<file path="src/rtl/tas_pkg.sv">
package tas_pkg;
  localparam int CW   = 16;
  localparam int FRAC = 8;

  typedef struct packed {
    logic [CW-1:0] z;
    logic [CW-1:0] y;
    logic [CW-1:0] x;
  } coord_t;

  typedef struct packed {
    logic   last;
    coord_t pt;
  } corner_t;

  function automatic coord_t add3(coord_t a, coord_t b);
    coord_t s;
    s.x = a.x + b.x;
    s.y = a.y + b.y;
    s.z = a.z + b.z;
    return s;
  endfunction
endpackage

</file>
<file path="src/rtl/tas_plane_step.sv">
module tas_plane_step
  import tas_pkg::*;
#(
  parameter int NUM_PLANES = 512
) (
  input  logic   clk_i,
  input  logic   rst_ni,
  input  logic   start_i,
  input  coord_t origin_i,
  input  coord_t ray_i,
  input  logic   ref_ready_i,
  output logic   ref_valid_o,
  output coord_t ref_o,
  output logic   ref_last_o
);
  localparam int PW = (NUM_PLANES > 1) ? $clog2(NUM_PLANES) : 1;
  localparam logic [PW-1:0] PLAST = PW'(NUM_PLANES - 1);

  logic [PW-1:0] cnt_q;
  logic          valid_q;
  coord_t        ref_q;

  always_ff @(posedge clk_i or negedge rst_ni) begin
    if (!rst_ni) begin
      cnt_q   <= '0;
      valid_q <= 1'b0;
      ref_q   <= '0;
    end else if (start_i) begin
      cnt_q   <= '0;
      valid_q <= 1'b1;
      ref_q   <= origin_i;
    end else if (valid_q && ref_ready_i) begin
      if (cnt_q == PLAST) begin
        valid_q <= 1'b0;
      end else begin
        cnt_q <= cnt_q + 1'b1;
        ref_q <= add3(ref_q, ray_i);
      end
    end
  end

  assign ref_valid_o = valid_q;
  assign ref_o       = ref_q;
  assign ref_last_o  = (cnt_q == PLAST);

  AST_REF_HOLD: assert property (@(posedge clk_i) disable iff (!rst_ni)
    valid_q && !ref_ready_i && !start_i |=> valid_q && $stable(ref_q));
endmodule

</file>
<file path="src/rtl/tas_corner_gen.sv">
module tas_corner_gen
  import tas_pkg::*;
#(
  parameter int TILES_X = 4,
  parameter int TILES_Y = 4
) (
  input  logic    clk_i,
  input  logic    rst_ni,
  input  logic    ref_valid_i,
  input  coord_t  ref_i,
  input  logic    ref_last_i,
  output logic    ref_ready_o,
  input  coord_t  col_i,
  input  coord_t  row_i,
  input  logic    full_i,
  output logic    push_o,
  output corner_t corner_o
);
  localparam int CXW = $clog2(TILES_X + 1);
  localparam int CYW = $clog2(TILES_Y + 1);
  localparam logic [CXW-1:0] CMAX = CXW'(TILES_X);
  localparam logic [CYW-1:0] RMAX = CYW'(TILES_Y);

  logic           busy_q, lastp_q;
  coord_t         cur_q, rowb_q;
  logic [CXW-1:0] c_q;
  logic [CYW-1:0] r_q;
  logic           end_col, end_row;

  assign end_col     = (c_q == CMAX);
  assign end_row     = (r_q == RMAX);
  assign ref_ready_o = !busy_q;
  assign push_o      = busy_q && !full_i;
  assign corner_o.pt   = cur_q;
  assign corner_o.last = lastp_q && end_col && end_row;

  always_ff @(posedge clk_i or negedge rst_ni) begin
    if (!rst_ni) begin
      busy_q  <= 1'b0;
      lastp_q <= 1'b0;
      cur_q   <= '0;
      rowb_q  <= '0;
      c_q     <= '0;
      r_q     <= '0;
    end else if (!busy_q) begin
      if (ref_valid_i) begin
        busy_q  <= 1'b1;
        lastp_q <= ref_last_i;
        cur_q   <= ref_i;
        rowb_q  <= ref_i;
        c_q     <= '0;
        r_q     <= '0;
      end
    end else if (push_o) begin
      if (end_col) begin
        c_q    <= '0;
        rowb_q <= add3(rowb_q, row_i);
        cur_q  <= add3(rowb_q, row_i);
        if (end_row) busy_q <= 1'b0;
        else         r_q    <= r_q + 1'b1;
      end else begin
        c_q   <= c_q + 1'b1;
        cur_q <= add3(cur_q, col_i);
      end
    end
  end

  AST_GEN_STALL: assert property (@(posedge clk_i) disable iff (!rst_ni)
    busy_q && full_i |=> busy_q && $stable(cur_q));
endmodule

</file>
<file path="src/rtl/tas_fifo.sv">
module tas_fifo #(
  parameter int WIDTH = 49,
  parameter int DEPTH = 16
) (
  input  logic             clk_i,
  input  logic             rst_ni,
  input  logic             wr_i,
  input  logic [WIDTH-1:0] wr_data_i,
  input  logic             rd_i,
  output logic [WIDTH-1:0] rd_data_o,
  output logic             full_o,
  output logic             empty_o
);
  localparam int AW = (DEPTH > 1) ? $clog2(DEPTH) : 1;
  localparam logic [AW-1:0] PMAX = AW'(DEPTH - 1);
  localparam logic [AW:0]   CFULL = (AW + 1)'(DEPTH);

  logic [WIDTH-1:0] mem_q [DEPTH];
  logic [AW-1:0]    wp_q, rp_q;
  logic [AW:0]      cnt_q;

  assign full_o    = (cnt_q == CFULL);
  assign empty_o   = (cnt_q == '0);
  assign rd_data_o = mem_q[rp_q];

  always_ff @(posedge clk_i) begin
    if (wr_i && !full_o) mem_q[wp_q] <= wr_data_i;
  end

  always_ff @(posedge clk_i or negedge rst_ni) begin
    if (!rst_ni) begin
      wp_q  <= '0;
      rp_q  <= '0;
      cnt_q <= '0;
    end else begin
      if (wr_i && !full_o) wp_q <= (wp_q == PMAX) ? '0 : wp_q + 1'b1;
      if (rd_i && !empty_o) rp_q <= (rp_q == PMAX) ? '0 : rp_q + 1'b1;
      case ({wr_i && !full_o, rd_i && !empty_o})
        2'b10:   cnt_q <= cnt_q + 1'b1;
        2'b01:   cnt_q <= cnt_q - 1'b1;
        default: cnt_q <= cnt_q;
      endcase
    end
  end

  AST_NO_OVERFLOW: assert property (@(posedge clk_i) disable iff (!rst_ni)
    wr_i |-> !full_o);
  AST_NO_UNDERFLOW: assert property (@(posedge clk_i) disable iff (!rst_ni)
    rd_i |-> !empty_o);
endmodule

</file>
<file path="src/rtl/tas_subtile_sel.sv">
module tas_subtile_sel
  import tas_pkg::*;
#(
  parameter int TILES_X = 4,
  parameter int TILES_Y = 4
) (
  input  logic         clk_i,
  input  logic         rst_ni,
  input  logic         empty_i,
  input  corner_t      head_i,
  output logic         pop_o,
  input  logic         out_ready_i,
  output logic         out_valid_o,
  output coord_t [3:0] out_tile_o,
  output logic         out_last_o
);
  localparam int CXW = $clog2(TILES_X + 1);
  localparam int CYW = $clog2(TILES_Y + 1);
  localparam logic [CXW-1:0] CMAX = CXW'(TILES_X);
  localparam logic [CYW-1:0] RMAX = CYW'(TILES_Y);

  coord_t         row_q [TILES_X+1];
  coord_t         diag_q, prev_q;
  coord_t [3:0]   tile_q;
  logic           valid_q, last_q;
  logic [CXW-1:0] c_q;
  logic [CYW-1:0] r_q;
  logic           emit;

  assign pop_o = !empty_i && (!valid_q || out_ready_i);
  assign emit  = pop_o && (r_q != '0) && (c_q != '0);

  // Line of the previous row; diag_q keeps corner (r-1,c-1) before overwrite
  always_ff @(posedge clk_i) begin
    if (pop_o) row_q[c_q] <= head_i.pt;
  end

  always_ff @(posedge clk_i or negedge rst_ni) begin
    if (!rst_ni) begin
      diag_q  <= '0;
      prev_q  <= '0;
      tile_q  <= '0;
      valid_q <= 1'b0;
      last_q  <= 1'b0;
      c_q     <= '0;
      r_q     <= '0;
    end else begin
      if (valid_q && out_ready_i) valid_q <= 1'b0;
      if (pop_o) begin
        diag_q <= row_q[c_q];
        prev_q <= head_i.pt;
        if (c_q == CMAX) begin
          c_q <= '0;
          r_q <= (r_q == RMAX) ? '0 : r_q + 1'b1;
        end else begin
          c_q <= c_q + 1'b1;
        end
        if (emit) begin
          tile_q  <= {head_i.pt, prev_q, row_q[c_q], diag_q};
          valid_q <= 1'b1;
          last_q  <= head_i.last;
        end
      end
    end
  end

  assign out_valid_o = valid_q;
  assign out_tile_o  = tile_q;
  assign out_last_o  = last_q;

  AST_OUT_HOLD: assert property (@(posedge clk_i) disable iff (!rst_ni)
    valid_q && !out_ready_i |=> valid_q && $stable(tile_q));
endmodule

</file>
<file path="src/rtl/tile_addr_seq.sv">
module tile_addr_seq
  import tas_pkg::*;
#(
  parameter int NUM_PLANES = 512,
  parameter int TILES_X    = 4,
  parameter int TILES_Y    = 4,
  parameter int FIFO_DEPTH = 16
) (
  input  logic              clk_i,
  input  logic              rst_ni,
  input  logic              desc_valid_i,
  output logic              desc_ready_o,
  input  logic [3*CW-1:0]   origin_i,
  input  logic [3*CW-1:0]   ray_inc_i,
  input  logic [3*CW-1:0]   col_inc_i,
  input  logic [3*CW-1:0]   row_inc_i,
  output logic              tile_valid_o,
  input  logic              tile_ready_i,
  output logic [12*CW-1:0]  tile_o,
  output logic              done_o
);
  localparam int EW = $bits(corner_t);

  logic    busy_q, done_q, accept;
  coord_t  ray_q, col_q, row_q;
  logic    ref_valid, ref_ready, ref_last;
  coord_t  ref_pt;
  logic    push, pop, full, empty;
  corner_t gen_corner, head;
  logic [EW-1:0] head_raw;
  coord_t [3:0]  tile;
  logic    tile_valid, tile_last, handoff_last;

  assign accept       = desc_valid_i && !busy_q;
  assign handoff_last = tile_valid && tile_ready_i && tile_last;

  always_ff @(posedge clk_i or negedge rst_ni) begin
    if (!rst_ni) begin
      busy_q <= 1'b0;
      done_q <= 1'b0;
      ray_q  <= '0;
      col_q  <= '0;
      row_q  <= '0;
    end else begin
      done_q <= handoff_last;
      if (accept) begin
        busy_q <= 1'b1;
        ray_q  <= coord_t'(ray_inc_i);
        col_q  <= coord_t'(col_inc_i);
        row_q  <= coord_t'(row_inc_i);
      end else if (handoff_last) begin
        busy_q <= 1'b0;
      end
    end
  end

  tas_plane_step #(.NUM_PLANES(NUM_PLANES)) u_plane (
    .clk_i       (clk_i),
    .rst_ni      (rst_ni),
    .start_i     (accept),
    .origin_i    (coord_t'(origin_i)),
    .ray_i       (ray_q),
    .ref_ready_i (ref_ready),
    .ref_valid_o (ref_valid),
    .ref_o       (ref_pt),
    .ref_last_o  (ref_last)
  );

  tas_corner_gen #(.TILES_X(TILES_X), .TILES_Y(TILES_Y)) u_gen (
    .clk_i       (clk_i),
    .rst_ni      (rst_ni),
    .ref_valid_i (ref_valid),
    .ref_i       (ref_pt),
    .ref_last_i  (ref_last),
    .ref_ready_o (ref_ready),
    .col_i       (col_q),
    .row_i       (row_q),
    .full_i      (full),
    .push_o      (push),
    .corner_o    (gen_corner)
  );

  tas_fifo #(.WIDTH(EW), .DEPTH(FIFO_DEPTH)) u_fifo (
    .clk_i     (clk_i),
    .rst_ni    (rst_ni),
    .wr_i      (push),
    .wr_data_i (gen_corner),
    .rd_i      (pop),
    .rd_data_o (head_raw),
    .full_o    (full),
    .empty_o   (empty)
  );

  assign head = corner_t'(head_raw);

  tas_subtile_sel #(.TILES_X(TILES_X), .TILES_Y(TILES_Y)) u_sel (
    .clk_i       (clk_i),
    .rst_ni      (rst_ni),
    .empty_i     (empty),
    .head_i      (head),
    .pop_o       (pop),
    .out_ready_i (tile_ready_i),
    .out_valid_o (tile_valid),
    .out_tile_o  (tile),
    .out_last_o  (tile_last)
  );

  assign desc_ready_o = !busy_q;
  assign tile_valid_o = tile_valid;
  assign tile_o       = tile;
  assign done_o       = done_q;

  AST_DONE_QUIET: assert property (@(posedge clk_i) disable iff (!rst_ni)
    done_o |-> !tile_valid_o && desc_ready_o);
  AST_BUSY_BLOCK: assert property (@(posedge clk_i) disable iff (!rst_ni)
    tile_valid_o |-> !desc_ready_o);
endmodule

</file>
<file path="config.mk">
export PLATFORM = sky130hd
export DESIGN_NAME = tile_addr_seq
export DESIGN_NICKNAME = d
export VERILOG_FILES = /design/src/rtl/tas_pkg.sv /design/src/rtl/tas_plane_step.sv /design/src/rtl/tas_corner_gen.sv /design/src/rtl/tas_fifo.sv /design/src/rtl/tas_subtile_sel.sv /design/src/rtl/tile_addr_seq.sv
export SDC_FILE = /design/constraint.sdc
export NUM_CORES = 2
export LEC_CHECK = 0
export ABC_CLOCK_PERIOD_IN_PS = 8100
export BUFFER_PORTS_ARGS = -buffer_cell sky130_fd_sc_hd__buf_2
export CORE_UTILIZATION = 63
export CTS_BUF_LIST = sky130_fd_sc_hd__clkbuf_8
export DETAILED_ROUTE_END_ITERATION = 6
export PLACE_DENSITY = 0.79
export SETUP_SLACK_MARGIN = 0.2
export SLEW_MARGIN = 20
export SYNTH_ARGS = -nofsm -noshare
export SYNTH_HDL_FRONTEND = slang
export SYNTH_SLANG_ARGS = --single-unit
</file>
<file path="constraint.sdc">
create_clock -name clk_i -period 8.1 [get_ports clk_i]
set_input_delay 0 -clock clk_i [delete_from_list [all_inputs] [get_ports clk_i]]
set_output_delay 0 -clock clk_i [all_outputs]
set_load 0.05 [all_outputs]
</file>
==> parameters.txt <==
Parameter                              Value

Outcome
  Status ... complete, but fails checks
  Violated checks ... DRC

Worst hold path
  Hold crit path type ... in2reg

Critical path
  Critical path endpoint ... u_fifo.cnt_q[4]$_DFFE_PN0P_
  Req. time, crit path ... about 8900 ps
  CP startpoint kind ... flip-flop
  Maximum fanout along the worst path ... 28
  Kind of cell adding the most delay to the critical path ... simple AND/OR/NAND/NOR gates
  Worst setup slack for register-to-register paths ... 3830 ps
  Origin of the critical flop-to-flop path ... u_fifo.cnt_q[1]$_DFFE_PN0P_
  CP most frequent cell ... sky130_fd_sc_hd__inv_1
  CP max stage cell ... sky130_fd_sc_hd__nand2_1
  Endpoint kind of the worst setup timing path ... flip-flop
  Worst r2r path cells ... 13
  Type of the setup path with the least slack ... reg2reg
  Slowest Stage Delay on Critical Path ... 670 ps
  Worst reg2reg path endpoint ... u_fifo.cnt_q[4]$_DFFE_PN0P_
  Crit path DAT ... ~5100 ps
  WP depth ... 13
  Crit path cell chain ... nor4_2, nand2_1, and2_1, inv_2, ha_1, inv_1, fa_1, inv_1, a21o_1, a21oi_1, xnor2_1, nor2_1, xor2_1
  Number of buffers and inverters on the critical path ... 3
  Crit. Startpoint ... u_fifo.cnt_q[1]$_DFFE_PN0P_

Logic synthesis
  Nets in the synthesized netlist ... about 5200
  Seq/Total Area, Yosys ... 0.666
  Cells after synthesis ... between 4000 and 5000
  Count of flip-flops with a built-in enable after synthesis ... 1024
  Synth async-reset ratio ... 0.376
  Number of warnings printed during yosys synthesis ... 0
  Synth Area per Inst ... 14.3 um2
  Cell area after synthesis ... approximately 69000 um2
  Yosys cell types ... 87
  Flop and latch count out of synthesis ... ~1600
  Post-synth top flop ... sky130_fd_sc_hd__edfxtp_1

Job
  Maximum Capacitance Violations ... 0

STA
  Final Worst Setup Slack ... between 3000 and 4000 ps
  Worst Clk Skew ... between 70 and 80 ps
  Final slew viol count ... 0
  Endpoints failing hold ... 0
  Final setup vio count ... 0
  Final worst path period share ... 0.527
  Transition at the pin with the smallest max-transition slack ... 1050 ps
  Minimum clock period ... 4270 ps
  Timing-limited maximum frequency ... 0.234 GHz
  Setup repair after global routing missed its margin ... no
  Total negative setup slack ... 0 ps
  Max_slew headroom ... 0.299

Routing
  Detailed-route DRC error count ... 121
  ANT nets after route ... 0
  Routed via count ... 47169
  Detailed router's first-iteration violation count ... 5245
  Final Routed Wirelength ... 186000 um
  Average wire per cell in the routed design ... 24.9 um
  DR vias/cell ... between 6 and 7
  Detailed Routing Iterations Pass 1 ... 7

Clock tree
  Longest Clk Path Bufs ... 4
  Post-CTS setup-driven buffer insertion count ... 0
  Later-pin clock latency in the skew report ... roughly 970 ps
  CTS Buf Count ... 276
  H-tree levels ... 5
  Clock Pin Slew Worst Setup and Hold Paths ... 60 ps
  Post-cts repair resize count ... 0
  Clk sink count ... 1641
  Clock tree from TritonCTS ... done
  CTS Root Buffer Type ... sky130_fd_sc_hd__clkbuf_8

Power and ir drop
  Power density over the cells ... approximately 480 nW/um2
  Static Leak ... 33.6 nW
  Peak supply drop ... 0.361 mV

Global route
  Via count of the first global-routing pass ... between 40000 and 50000
  Largest net degree at the start of global routing ... 174
  Antenna violations before repair ... 19
  First-pass GRT wire length ... 286000 um
  Grt ovf ... 0
  Overall Global Routing Usage ... 0.341

Placement
  Count of placed standard cells including taps ... around 6400
  Global placement routability congestion ... just under 0.9
  Final HPWL DP ... slightly below 100000 um
  Post-detailed-placement cell area ... 72600 um2
  IO Port Bufs ... 390
  Worst slack at placement ... 3920 ps

Floorplan
  Die outline height ... 334 um
  Std cell rows ... 121
  Num ports ... 391
  DIE AREA ... 111000 um2
  Die X ... 334 um
  Initial Utilization ... 0.636
  Core region area ... 109000 um2

Final layout
  Layout Area Growth over Synthesis ... 19.8%
  Final cell count without fillers ... 7478
  Fraction of final layout cells sized beyond drive strength 1 ... 0.203
  Final design area excluding fillers ... 83000 um2
  Nets ... 6230
-- cells in the mapped netlist, types with 12 or more instances --
| master | count | share of area |
|---|---|---|
| sky130_fd_sc_hd__a21o_1 | 48 | 0.0052 |
| sky130_fd_sc_hd__nand3_1 | 36 | 0.0026 |
| sky130_fd_sc_hd__a31oi_1 | 18 | 0.0016 |
| sky130_fd_sc_hd__mux2i_1 | 133 | 0.019 |
| sky130_fd_sc_hd__nand2_1 | 830 | 0.045 |
| sky130_fd_sc_hd__and3_1 | 23 | 0.0021 |
| sky130_fd_sc_hd__a211oi_1 | 13 | 0.0014 |
| sky130_fd_sc_hd__edfxtp_1 | 1024 | 0.44 |
| sky130_fd_sc_hd__o21bai_1 | 19 | 0.0021 |
| sky130_fd_sc_hd__o22ai_1 | 19 | 0.0017 |
| sky130_fd_sc_hd__or3_1 | 15 | 0.0014 |
| sky130_fd_sc_hd__buf_2 | 56 | 0.0040 |
| sky130_fd_sc_hd__mux2_2 | 145 | 0.024 |
| sky130_fd_sc_hd__dfrtp_1 | 617 | 0.22 |
| sky130_fd_sc_hd__clkbuf_1 | 156 | 0.0084 |
| sky130_fd_sc_hd__and2_1 | 20 | 0.0018 |
| sky130_fd_sc_hd__xor2_1 | 54 | 0.0068 |
| sky130_fd_sc_hd__buf_1 | 22 | 0.0012 |
| sky130_fd_sc_hd__o21ai_0 | 352 | 0.025 |
| sky130_fd_sc_hd__ha_1 | 154 | 0.028 |
| sky130_fd_sc_hd__nor3_1 | 33 | 0.0024 |
| sky130_fd_sc_hd__xnor2_1 | 73 | 0.0092 |
| sky130_fd_sc_hd__nand4_1 | 12 | 0.0011 |
| sky130_fd_sc_hd__a21oi_1 | 210 | 0.015 |
| sky130_fd_sc_hd__mux4_2 | 245 | 0.080 |
| sky130_fd_sc_hd__inv_1 | 95 | 0.0051 |
| sky130_fd_sc_hd__nor2_1 | 205 | 0.011 |
| sky130_fd_sc_hd__o211ai_1 | 31 | 0.0034 |
| sky130_fd_sc_hd__nand2b_1 | 14 | 0.0013 |
-- cell families after synthesis --
kind of cell	synth area share
mux	0.122
xor+xnor	0.0168
compound gates	0.0712
buf+inv	0.0205
flops	0.666
fa+ha+maj	0.0307
simple gates	0.0721
-- repair_timing --
action                                 4_1_cts  5_1_grt
setup endpoints to repair                    0        0
hold buffers                               558        0
endpoints found under the hold margin      460        0
-- layout by cell type (no fill, tap or decap), types with 13 or more instances in the layout --
| cell type | netlist | final |
|---|---|---|
| sky130_fd_sc_hd__a211oi_1 | 13 | 13 |
| sky130_fd_sc_hd__a21o_1 | 48 | 48 |
| sky130_fd_sc_hd__a21oi_1 | 210 | 210 |
| sky130_fd_sc_hd__a31oi_1 | 18 | 18 |
| sky130_fd_sc_hd__and3_1 | 23 | 19 |
| sky130_fd_sc_hd__buf_2 | 56 | 389 |
| sky130_fd_sc_hd__buf_4 | 7 | 39 |
| sky130_fd_sc_hd__clkbuf_8 | 3 | 298 |
| sky130_fd_sc_hd__clkinv_1 | 0 | 34 |
| sky130_fd_sc_hd__clkinv_2 | 0 | 23 |
| sky130_fd_sc_hd__dfrtp_1 | 617 | 610 |
| sky130_fd_sc_hd__diode_2 | 0 | 16 |
| sky130_fd_sc_hd__dlygate4sd3_1 | 0 | 557 |
| sky130_fd_sc_hd__edfxtp_1 | 1024 | 1024 |
| sky130_fd_sc_hd__ha_1 | 154 | 154 |
| sky130_fd_sc_hd__inv_1 | 95 | 181 |
| sky130_fd_sc_hd__mux2_2 | 145 | 145 |
| sky130_fd_sc_hd__mux2i_1 | 133 | 133 |
| sky130_fd_sc_hd__mux4_2 | 245 | 245 |
| sky130_fd_sc_hd__nand2_1 | 830 | 827 |
| sky130_fd_sc_hd__nand2b_1 | 14 | 14 |
| sky130_fd_sc_hd__nand3_1 | 36 | 36 |
| sky130_fd_sc_hd__nor2_1 | 205 | 202 |
| sky130_fd_sc_hd__nor3_1 | 33 | 33 |
| sky130_fd_sc_hd__o211ai_1 | 31 | 31 |
| sky130_fd_sc_hd__o21ai_0 | 352 | 352 |
| sky130_fd_sc_hd__o21bai_1 | 19 | 19 |
| sky130_fd_sc_hd__o22ai_1 | 19 | 19 |
| sky130_fd_sc_hd__or3_1 | 15 | 15 |
| sky130_fd_sc_hd__xnor2_1 | 73 | 73 |
| sky130_fd_sc_hd__xor2_1 | 54 | 54 |
-- cell type report --
cell class                      instances  area, um2
Multi-Input combinational cell       2861      21800
Sequential cell                      1641      46200
Antenna cell                           16       40.0
Fill cell                            5995      26000
Timing Repair Buffer                  993       7980
Clock buffer                          298       4100
Inverter                               97        364
Clock inverter                        158        708
Tap cell                             1414       1770
-- stage by stage --
stage                util  power (mW)  hold slack (ps)
CTS                 0.761        38.9              181
floorplan               -        26.9             -296
finish              0.761        39.8              258
global placement    0.666        31.0              120
detailed placement  0.666        31.7              111
global route        0.761        41.7              279
-- metal layers --
layer  routed length (um)  up-vias  track usage
li1                     -    20003            -
met4                10700        6        0.182
met2                88300     2997        0.539
met3                18000      930       0.0871
met5                   41        -      0.00261
met1                69200    23233        0.437
-- tightest hold or removal path, delay by kind of cell --
kind                   cells  cell delay, ps
buffers and inverters      2             710
and+or+nand+nor            2             410
-- flip-flops by register name (all words and copies together) (netlist names), 3 cells and up --
register and count:
u_sel.row_q 240, ray_q 48, u_fifo.cnt_q 5, row_q 48, u_sel.c_q 3, u_plane.ref_o 48, u_gen.rowb_q 48, u_sel.r_q 3
u_sel.diag_q 48, col_q 48, u_gen.r_q 3, u_gen.corner_o 48, u_fifo.rp_q 4, u_fifo.wp_q 4, u_sel.prev_q 48, u_gen.c_q 3
u_sel.out_tile_o 192, u_fifo.mem_q 784, u_plane.cnt_q 9
-- power by group --
part           switching (mW)  internal [mW]
sequential               2.48           12.9
combinational            11.0           6.72
clock                    3.22           3.40
total                    16.7           23.0
-- how the worst min path moves through the flow --
stage	endpoint	depth (start not counted)	start
2_1_floorplan	busy_q$_DFFE_PN0P_	0	rst_ni
3_3_place_gp	u_sel.out_tile_o[6]$_DFFE_PN0P_	1	rst_ni
3_5_place_dp	u_sel.out_tile_o[6]$_DFFE_PN0P_	1	rst_ni
4_1_cts	done_o$_DFF_PN0_	3	tile_ready_i
5_1_grt	done_o$_DFF_PN0_	3	tile_ready_i
6_report	u_sel.out_valid_o$_DFF_PN0_	4	tile_ready_i
No activity file was read; power rests on OpenSTA's default activity.
